### src/rtl/pred_cmp_unit.sv
module pred_cmp_unit #(
  parameter int NUM_ELEM = 8,
  parameter int VLW = $clog2(NUM_ELEM + 1)
) (
  input  logic                     clk,
  input  logic                     rst_n,
  input  logic                     start,
  input  logic [15:0]              insn,
  input  logic [NUM_ELEM*32-1:0]   src1,
  input  logic [NUM_ELEM*32-1:0]   src2,
  input  logic [VLW-1:0]           vlen,
  output logic                     busy,
  output logic                     done,
  output logic [NUM_ELEM-1:0]      mask,
  output logic                     illegal,
  output logic [4:0]               pred_dst
);
  localparam int IW = (NUM_ELEM > 1) ? $clog2(NUM_ELEM) : 1;

  logic [3:0]             op_q;
  logic                   fp_q;
  logic [NUM_ELEM*32-1:0] a_q, b_q;
  logic [VLW-1:0]         vl_q;
  logic [IW-1:0]          idx;

  wire [3:0]  code   = {insn[15], insn[14], insn[13], insn[5]};
  wire [31:0] ea     = a_q[idx*32 +: 32];
  wire [31:0] eb     = b_q[idx*32 +: 32];
  wire        swap   = (op_q == 4'd4) || (op_q == 4'd5);
  wire [31:0] x      = swap ? eb : ea;
  wire [31:0] y      = swap ? ea : eb;

  wire x_nan   = (&x[30:23]) && (|x[22:0]);
  wire y_nan   = (&y[30:23]) && (|y[22:0]);
  wire any_nan = x_nan || y_nan;
  wire zeros   = ~|x[30:0] && ~|y[30:0];

  wire mag_lt  = x[30:0] < y[30:0];
  wire mag_gt  = x[30:0] > y[30:0];
  wire f_lt    = !any_nan && !zeros &&
                 ((x[31] && !y[31]) || (!x[31] && !y[31] && mag_lt) ||
                  (x[31] && y[31] && mag_gt));
  wire f_eq    = !any_nan && ((x == y) || zeros);
  wire i_lt    = $signed(x) < $signed(y);
  wire i_eq    = x == y;

  wire lt = fp_q ? f_lt : i_lt;
  wire eq = fp_q ? f_eq : i_eq;

  logic res;
  always_comb begin
    case (op_q)
      4'd0:       res = eq;
      4'd1:       res = !eq;
      4'd2, 4'd4: res = lt;
      4'd3, 4'd5: res = lt || eq;
      default:    res = 1'b0;
    endcase
  end

  wire last = (VLW'(idx) == vl_q - VLW'(1));

  always_ff @(posedge clk or negedge rst_n) begin
    if (!rst_n) begin
      busy     <= 1'b0;
      done     <= 1'b0;
      mask     <= '0;
      illegal  <= 1'b0;
      pred_dst <= '0;
      op_q     <= '0;
      fp_q     <= 1'b0;
      a_q      <= '0;
      b_q      <= '0;
      vl_q     <= '0;
      idx      <= '0;
    end else begin
      done <= 1'b0;
      if (!busy) begin
        if (start) begin
          busy     <= 1'b1;
          mask     <= '0;
          idx      <= '0;
          op_q     <= code;
          fp_q     <= insn[6];
          illegal  <= code > 4'd5;
          pred_dst <= insn[11:7];
          a_q      <= src1;
          b_q      <= src2;
          vl_q     <= (vlen > VLW'(NUM_ELEM)) ? VLW'(NUM_ELEM) : vlen;
        end
      end else if (illegal || vl_q == '0) begin
        busy <= 1'b0;
        done <= 1'b1;
      end else begin
        mask[idx] <= res;
        idx       <= idx + 1'b1;
        if (last) begin
          busy <= 1'b0;
          done <= 1'b1;
        end
      end
    end
  end
endmodule

### config.mk
export PLATFORM = sky130hd
export DESIGN_NAME = pred_cmp_unit
export DESIGN_NICKNAME = d
export VERILOG_FILES = /design/src/rtl/pred_cmp_unit.sv
export SDC_FILE = /design/constraint.sdc
export NUM_CORES = 1
export LEC_CHECK = 0
export CORE_MARGIN = 5
export CORE_UTILIZATION = 56
export DETAILED_ROUTE_END_ITERATION = 7
export HOLD_SLACK_MARGIN = 0.08
export PLACE_DENSITY = 0.83
export RECOVER_POWER = 50
export SYNTH_ARGS = -nofsm -noshare
export SYNTH_HDL_FRONTEND = slang
export SYNTH_SLANG_ARGS = --single-unit
### constraint.sdc
create_clock -name clk -period 9.7 [get_ports clk]
set_input_delay 0.97 -clock clk [delete_from_list [all_inputs] [get_ports clk]]
set_output_delay 0.97 -clock clk [all_outputs]
set_load 0.01 [all_outputs]
==> results of run 1 <==
==> through the flow <==
stage               std cells  hold slack [ns]
floorplan                3038            0.437
global placement         4032            0.452
detailed placement       4032            0.455
CTS                      4137            0.434
global route             4157            0.487
finish                   4160            0.466
==> worst min-delay path, delay by kind of cell, from the launching register on <==
kind             cells  cell delay, ns
DFF                  1            0.33
and+or+nand+nor      2            0.11
==> where the power goes <==
| group | internal, mW | switching, mW |
|---|---|---|
| registers | 3.35 | 0.780 |
| logic | 2.27 | 3.36 |
| clock network | 1.35 | 0.922 |
==> routing by layer <==
layer	part of all wire	up-vias	wire length, um	track usage
met2	0.46	1282	44700	0.563
li1	-	10900	-	-
met1	0.39	12000	37900	0.488
met3	0.092	272	8850	0.0824
met4	0.051	6	4950	0.158
met5	0.00043	-	41	0
==> cells in the final DEF, fill, tap and decap left out, drive strengths merged, types with 25 or more instances in the layout <==
cell / synthesis / routed
nor2: 52 / 52
nand2: 1625 / 1625
ha: 37 / 37
a21oi: 34 / 34
nor3: 26 / 26
mux2: 29 / 29
dfrtp: 540 / 540
o21ai: 43 / 43
clkdlybuf4s50: 0 / 526
nand3: 61 / 61
mux2i: 46 / 46
clkbuf: 139 / 89
mux4: 99 / 99
buf: 53 / 26
inv: 24 / 25
==> final cells by class <==
class,instances,area (sq um),area share
Clock buffer,87,1750,0.0506
Clock inverter,18,208,0.00601
Multi-Input combinational cell,2281,12400,0.360
Sequential cell,540,13500,0.391
Inverter,25,93.8,0.00271
Antenna cell,23,57.6,0.00166
Timing Repair Buffer,571,5730,0.166
Tap cell,615,769,0.0223
==> Yosys cell counts, drive strengths merged (4+ instances only) <==
master / count
o22ai: 8
a31oi: 10
xnor2: 5
nand2b: 4
mux2: 29
nor2b: 12
mux2i: 46
nand2: 1625
buf: 53
and3: 11
or3b: 5
nor4: 5
a222oi: 8
nand3: 61
dfrtp: 540
or4: 4
o21ai: 43
o31ai: 10
mux4: 99
nand3b: 6
nor3: 26
o211ai: 7
a21oi: 34
a21o: 9
ha: 37
clkbuf: 139
a211oi: 13
a22o: 6
nor2: 52
a22oi: 24
nand4: 13
a221oi: 4
a221o: 14
inv: 24
o311ai: 5
==> cell families (layout without fill, tap and decap cells) <==
family | after synthesis | after routing
AOI/OAI and AO/OA | 223 | 223
xor gates and xnor gates | 6 | 6
and+or+nand+nor | 1841 | 1841
buffers and inverters | 217 | 701
other | 0 | 23
DFF | 540 | 540
adders and majority gates | 37 | 37
muxes | 174 | 174
==> registers in the layout (all words and copies together), names as in the netlist <==
name / flops
vl_q: 4
op_q: 4
illegal: 1
idx: 3
fp_q: 1
done: 1
b_q: 256
busy: 1
a_q: 256
pred_dst: 5
mask: 8
==> worst paths after layout <==
| check | start | slack (ns) | endpoint |
|---|---|---|---|
| max | idx[1]$_DFFE_PN0P_ | 1.84 | mask[7]$_DFFE_PN0P_ |
| min | b_q[208]$_DFFE_PN0P_ | 0.47 | b_q[208]$_DFFE_PN0P_ |
| max reg2reg | idx[1]$_DFFE_PN0P_ | 1.84 | mask[7]$_DFFE_PN0P_ |
| min reg2reg | b_q[208]$_DFFE_PN0P_ | 0.47 | b_q[208]$_DFFE_PN0P_ |
| max in group asynchronous | rst_n | 2.93 | a_q[113]$_DFFE_PN0P_ |
| min in group asynchronous | rst_n | 2.53 | b_q[235]$_DFFE_PN0P_ |
==> qor.txt, run 1 <==
Pwr dens = 348 nW/um^2
Drt initial violations = 2,795
Fillers = 3,479
IO Count = 551
Prevailing post-synth register cell = dfrtp_1
Status = complete, but fails checks
Mapped Area = 26,900 sq um
Most common cell on crit path = mux2_2
Hold Fails Final Rpt = 0
Peak Freq = 0.127 GHz
Levels on crit path = 16
Clock tree sinks = 540
Grt ovf = 0
# DRC = 0
Die W = 229 um
Arrival @ worst endpoint = 8.38 ns
Tightest Hold Check Type = flip-flop to flip-flop
Worst vdd ir = 181 uV
Largest net degree at the start of global routing = 254
Post-route clock period utilization = 0.810
Critical path's slowest cell = dfrtp_1
First-pass GRT wire length = 146,000 um
Layout cells sized above 1 = 0.0764
Worst setup SP type = flip-flop
Initial Utilization = 0.565
Post-Syn Nets = 3,610
Critical path buffer and inverter count = 1
Crit path largest cell delay = 2.26 ns
Crit Path Class = flip-flop to flip-flop
Failing checks = max-capacitance violations, max-slew violations
Syn Inst Count = 3,038
Post-synth top area share = 0.502
DRT antenna net count = 0
Clk buf depth = 3
Resize count post-CTS = 0
Die area = 52,600 sq um
Relative slew margins = -2.96
CTS clock-pin slew for the worst setup and hold paths = 0.06 ns
Post-synthesis simple-gate area fraction = 0.270
Area fraction in compound gates after synthesis = 0.0600
Synth Area in Adders = 0.0172
CTS buffer count = 57
Post-synthesis sequential element count = 540
Max-cap violations = 5
Total vias in the final route = 24,500
CTS tree = done
Area contributors post-synth = dfrtp_1 (50%), nand2_1 (23%), mux4_2 (8.3%)
# port buffers = 544
Cell area after layout = 34,600 sq um
Seq/Total Area, Yosys = 0.502
Period minus WS final = 7.86 ns
Delay-heaviest family, CP = compound AO/OA/AOI/OAI gates
GRT Util Overall = 0.360
Slack of the critical path = 1.84 ns
Root buf cell = clkbuf_16
Nets@finish = 4,048
Area after DPL = 32,600 sq um
Hold-critical path depth = 2
Clk Latency, worst-skew pair = 0.61 ns
Worst-Margin Slew = 5.94 ns
Largest area contributor in the netlist = dfrtp_1
Post-Synth XOR/XNOR Area = 0.00195
CP Cell Sequence = buf_12, mux2_2, a221o_1, a2111oi_0, a31oi_1, ha_1, and3_1, nand3_1, nor3_1, o311ai_0, o211ai_1, mux2_2, or4_1, o31ai_2, a211oi_4, o31ai_1
Unrepaired setup endpoints after global routing = false
Die height = 229 um
Main combinational cell family by area after synthesis = simple AND/OR/NAND/NOR gates
Setup TNS = 0 ns
Avg Inst Size Synth = 8.86 sq um
Post-layout util = 0.726
WL final = 96,400 um
Crit. End Element = flip-flop
WL per Instance = 23.2 um
# rows = 80
H-tree levels = 2
Yosys warns = 0
Pre-CTS WS = 3.19 ns
Setup Buffers After CTS = 0
Via density = 5.88
DP HPWL = 69,800 um
R2R depth = 16
Multiplexer share of the synthesized area = 0.112
Hold Buf Count CTS = 0
Vias in the first global route = 24,600
Post-Route Skew = 0.0135 ns
Initial antenna violation count = 26
Async set-reset flop share out of synthesis = 1.00
Distinct cells, synth = 83
Post-synth EDFFs = 0
CP max FO = 77
Pins Over Slew Limit = 397
Data required time at the worst endpoint = 10.21 ns
Drt first pass iters = 6
Global placer's final weighted congestion = 0.958
CORE AREA = 47,600 sq um
Area grow syn2layout = 28.4%
P_leak = 16.7 nW
Total power = 12.0 mW
Final setup vio count = 0
Note: power is estimated with default switching activity, not from simulation.
==> run 2, diff against run 1 <==
Settings changed: CORE_UTILIZATION 56 to 47, PLACE_DENSITY 0.83 to 0.74.
Clock period 9.7 ns to 6.5 ns, I/O delays scaled along.
==> run 2 against run 1 <==
- the flow still finishes with violations (max-capacitance violations, max-slew violations)
- combinational power grew 45%
- fmax rose by 38%
- global-route usage decreased by 6.7 points
- clock power grew 48%
- worst setup slack got worse by 1.0 ns
- final area up 1.1%
- via count down 4.8%
- clock skew increased by 0.011 ns
- flip-flop and latch count unchanged
- sequential power grew 48%
- critical path type unchanged
- largest cell class unchanged
- highest routed layer unchanged
==> qor.txt, run 2 (same netlist as run 1, synthesis figures left out) <==
Status = complete, but fails checks
Failing checks = max-capacitance violations, max-slew violations
Die area = 62,200 sq um (+18%)
# port buffers = 544 (unchanged)
IO Count = 551 (unchanged)
Setup TNS = 0 ns (unchanged)
Die height = 249 um (+8.8%)
Setup Buffers After CTS = 0 (unchanged)
Global placer's final weighted congestion = 0.939 (-2.0%)
Drt initial violations = 2,062 (-26%)
Clk Latency, worst-skew pair = 0.62 ns (about the same)
Worst-Margin Slew = 3.45 ns (-2.49 ns)
Area grow syn2layout = 29.8%
Capture point of the worst reg-to-reg path = mask[7]$_DFFE_PN0P_
Reg2Reg Setup Slack = 0.79 ns (-1.05 ns)
# DRC = 0 (unchanged)
Max-cap violations = 6 (+1)
Drt first pass iters = 5 (-1)
Commonest non-fill, non-tap cell in the layout = nand2_1
CTS buffer count = 57 (unchanged)
Via density = 5.36 (-8.8%)
# rows = 87 (+8.8%)
Cell area after layout = 34,900 sq um (+1.1%)
CTS tree = done
Clk buf depth = 3 (unchanged)
Pwr dens = 505 nW/um^2 (+45%)
Resize count post-CTS = 0 (unchanged)
Unrepaired setup endpoints after global routing = false
Worst vdd ir = 276 uV (+53%)
Root buf cell = clkbuf_16
Final setup vio count = 0 (unchanged)
P_leak = 16.8 nW (+0.41%)
DRT antenna net count = 0 (unchanged)
Tightest Hold Check Type = input port to async pin
Relative slew margins = -1.30 (+1.66)
Largest registers = a_q (256), b_q (256), mask (8)
Layout cells sized above 1 = 0.0824 (+0.00606)
Pins Over Slew Limit = 518 (+30%)
Vias in the first global route = 23,400 (-5.0%)
Largest net degree at the start of global routing = 221 (-13%)
Hold Fails Final Rpt = 0 (unchanged)
Die W = 249 um (+8.8%)
Data required time at the worst endpoint = 7.02 ns (-3.19 ns)
Post-route clock period utilization = 0.878 (+0.0680)
Clock tree sinks = 540 (unchanged)
Worst setup SP type = flip-flop
Period minus WS final = 5.71 ns (-2.15 ns)
Post-Route Skew = 0.0247 ns (+0.0111 ns)
Initial antenna violation count = 50 (+92%)
First-pass GRT wire length = 141,000 um (-3.3%)
Hold Buf Count CTS = 0 (unchanged)
R2R depth = 17 (+1)
Total vias in the final route = 23,300 (-4.8%)
Arrival @ worst endpoint = 6.23 ns (-2.15 ns)
GRT Util Overall = 0.293 (-0.0666)
WL final = 93,400 um (-3.1%)
Most frequent cells in the layout = nand2_1 (1,625), clkdlybuf4s50_1 (542), dfrtp_1 (537)
Nets@finish = 4,067 (+0.47%)
CTS clock-pin slew for the worst setup and hold paths = 0.06 ns (about the same)
Worst r2r src = idx[0]$_DFFE_PN0P_
CORE AREA = 56,600 sq um (+19%)
Initial Utilization = 0.476 (-0.0894)
Critical path launch point = idx[0]$_DFFE_PN0P_
Peak Freq = 0.175 GHz (+38%)
CP max FO = 32 (-58%)
H-tree levels = 2 (unchanged)
Grt ovf = 0 (unchanged)
Area after DPL = 33,000 sq um (+1.1%)
WL per Instance = 21.5 um (-7.1%)
Crit. End Element = flip-flop
Crit Path Class = flip-flop to flip-flop
DP HPWL = 67,600 um (-3.2%)
[run 2: changes by cell type in the layout (fill, tap and decap cells not counted), moves of 2 or more]
cell	delta
diode_2	+19
buf_4	+16
clkdlybuf4s50_1	+16
dlygate4sd3_1	-16
clkbuf_2	+3
clkinv_2	+2
dfrtp_4	+2
[run 2: worst max path at each step]
stage,end,depth (start not counted)
after floorplan,mask[5]$_DFFE_PN0P_,21
after global placement,mask[7]$_DFFE_PN0P_,17
after detailed placement,mask[7]$_DFFE_PN0P_,17
after CTS,mask[7]$_DFFE_PN0P_,17
after global routing,mask[7]$_DFFE_PN0P_,17
final,mask[7]$_DFFE_PN0P_,17
[run 2: cell type report]
type / instances / area, sq um
fill: 4903 / 21700
sequential: 540 / 13500
multi-input combinational: 2281 / 12500
timing repair buffer: 590 / 5870
clock buffer: 87 / 1760
tap: 756 / 946
clock inverter: 19 / 184
antenna: 42 / 105
inverter: 25 / 93.8
[run 2: routing by layer]
layer	part of all wire	routed length (um)	vias up	global-route usage
met3	0.081	7560	187	0.0750
met4	0.041	3850	14	0.134
li1	-	-	11000	-
met5	0.0010	96	-	0
met2	0.48	44700	771	0.467
met1	0.40	37200	11400	0.381
[run 2: through the flow]
| stage | setup WS, ns | std cells | power, mW | hold WS (ns) | utilization |
|---|---|---|---|---|---|
| floorplan | 1.17 | 3038 | 11.3 | 0.354 | - |
| global placement | 0.926 | 4192 | 14.1 | 0.452 | 0.582 |
| detailed placement | 0.864 | 4192 | 14.2 | 0.457 | 0.582 |
| CTS | 0.854 | 4298 | 17.6 | 0.140 | 0.617 |
| global route | 0.501 | 4333 | 18.9 | 0.140 | 0.617 |
| finish | 0.790 | 4340 | 17.6 | 0.0844 | 0.617 |
[run 2: power by group]
part	leakage [nW]	internal [mW]	switching (mW)
clock	0.976	1.98	1.38
combinational	9.15	3.39	4.76
sequential	6.67	5.00	1.12
total	16.8	10.4	7.26
[run 2: critical path: stages, from the launching register on]
cell	delay [ns]
dfrtp_4	0.78
buf_12	0.30
buf_4	0.32
mux2i_1	0.30
o22ai_1	0.12
a211oi_1	0.63
a21oi_1	0.16
ha_1	0.31
and4_1	0.24
nand3_1	0.11
nor3_1	0.31
o311ai_0	0.26
o211ai_1	0.19
mux2_2	0.36
or4_1	0.48
o31ai_2	0.29
a211oi_4	0.14
o31ai_1	0.26
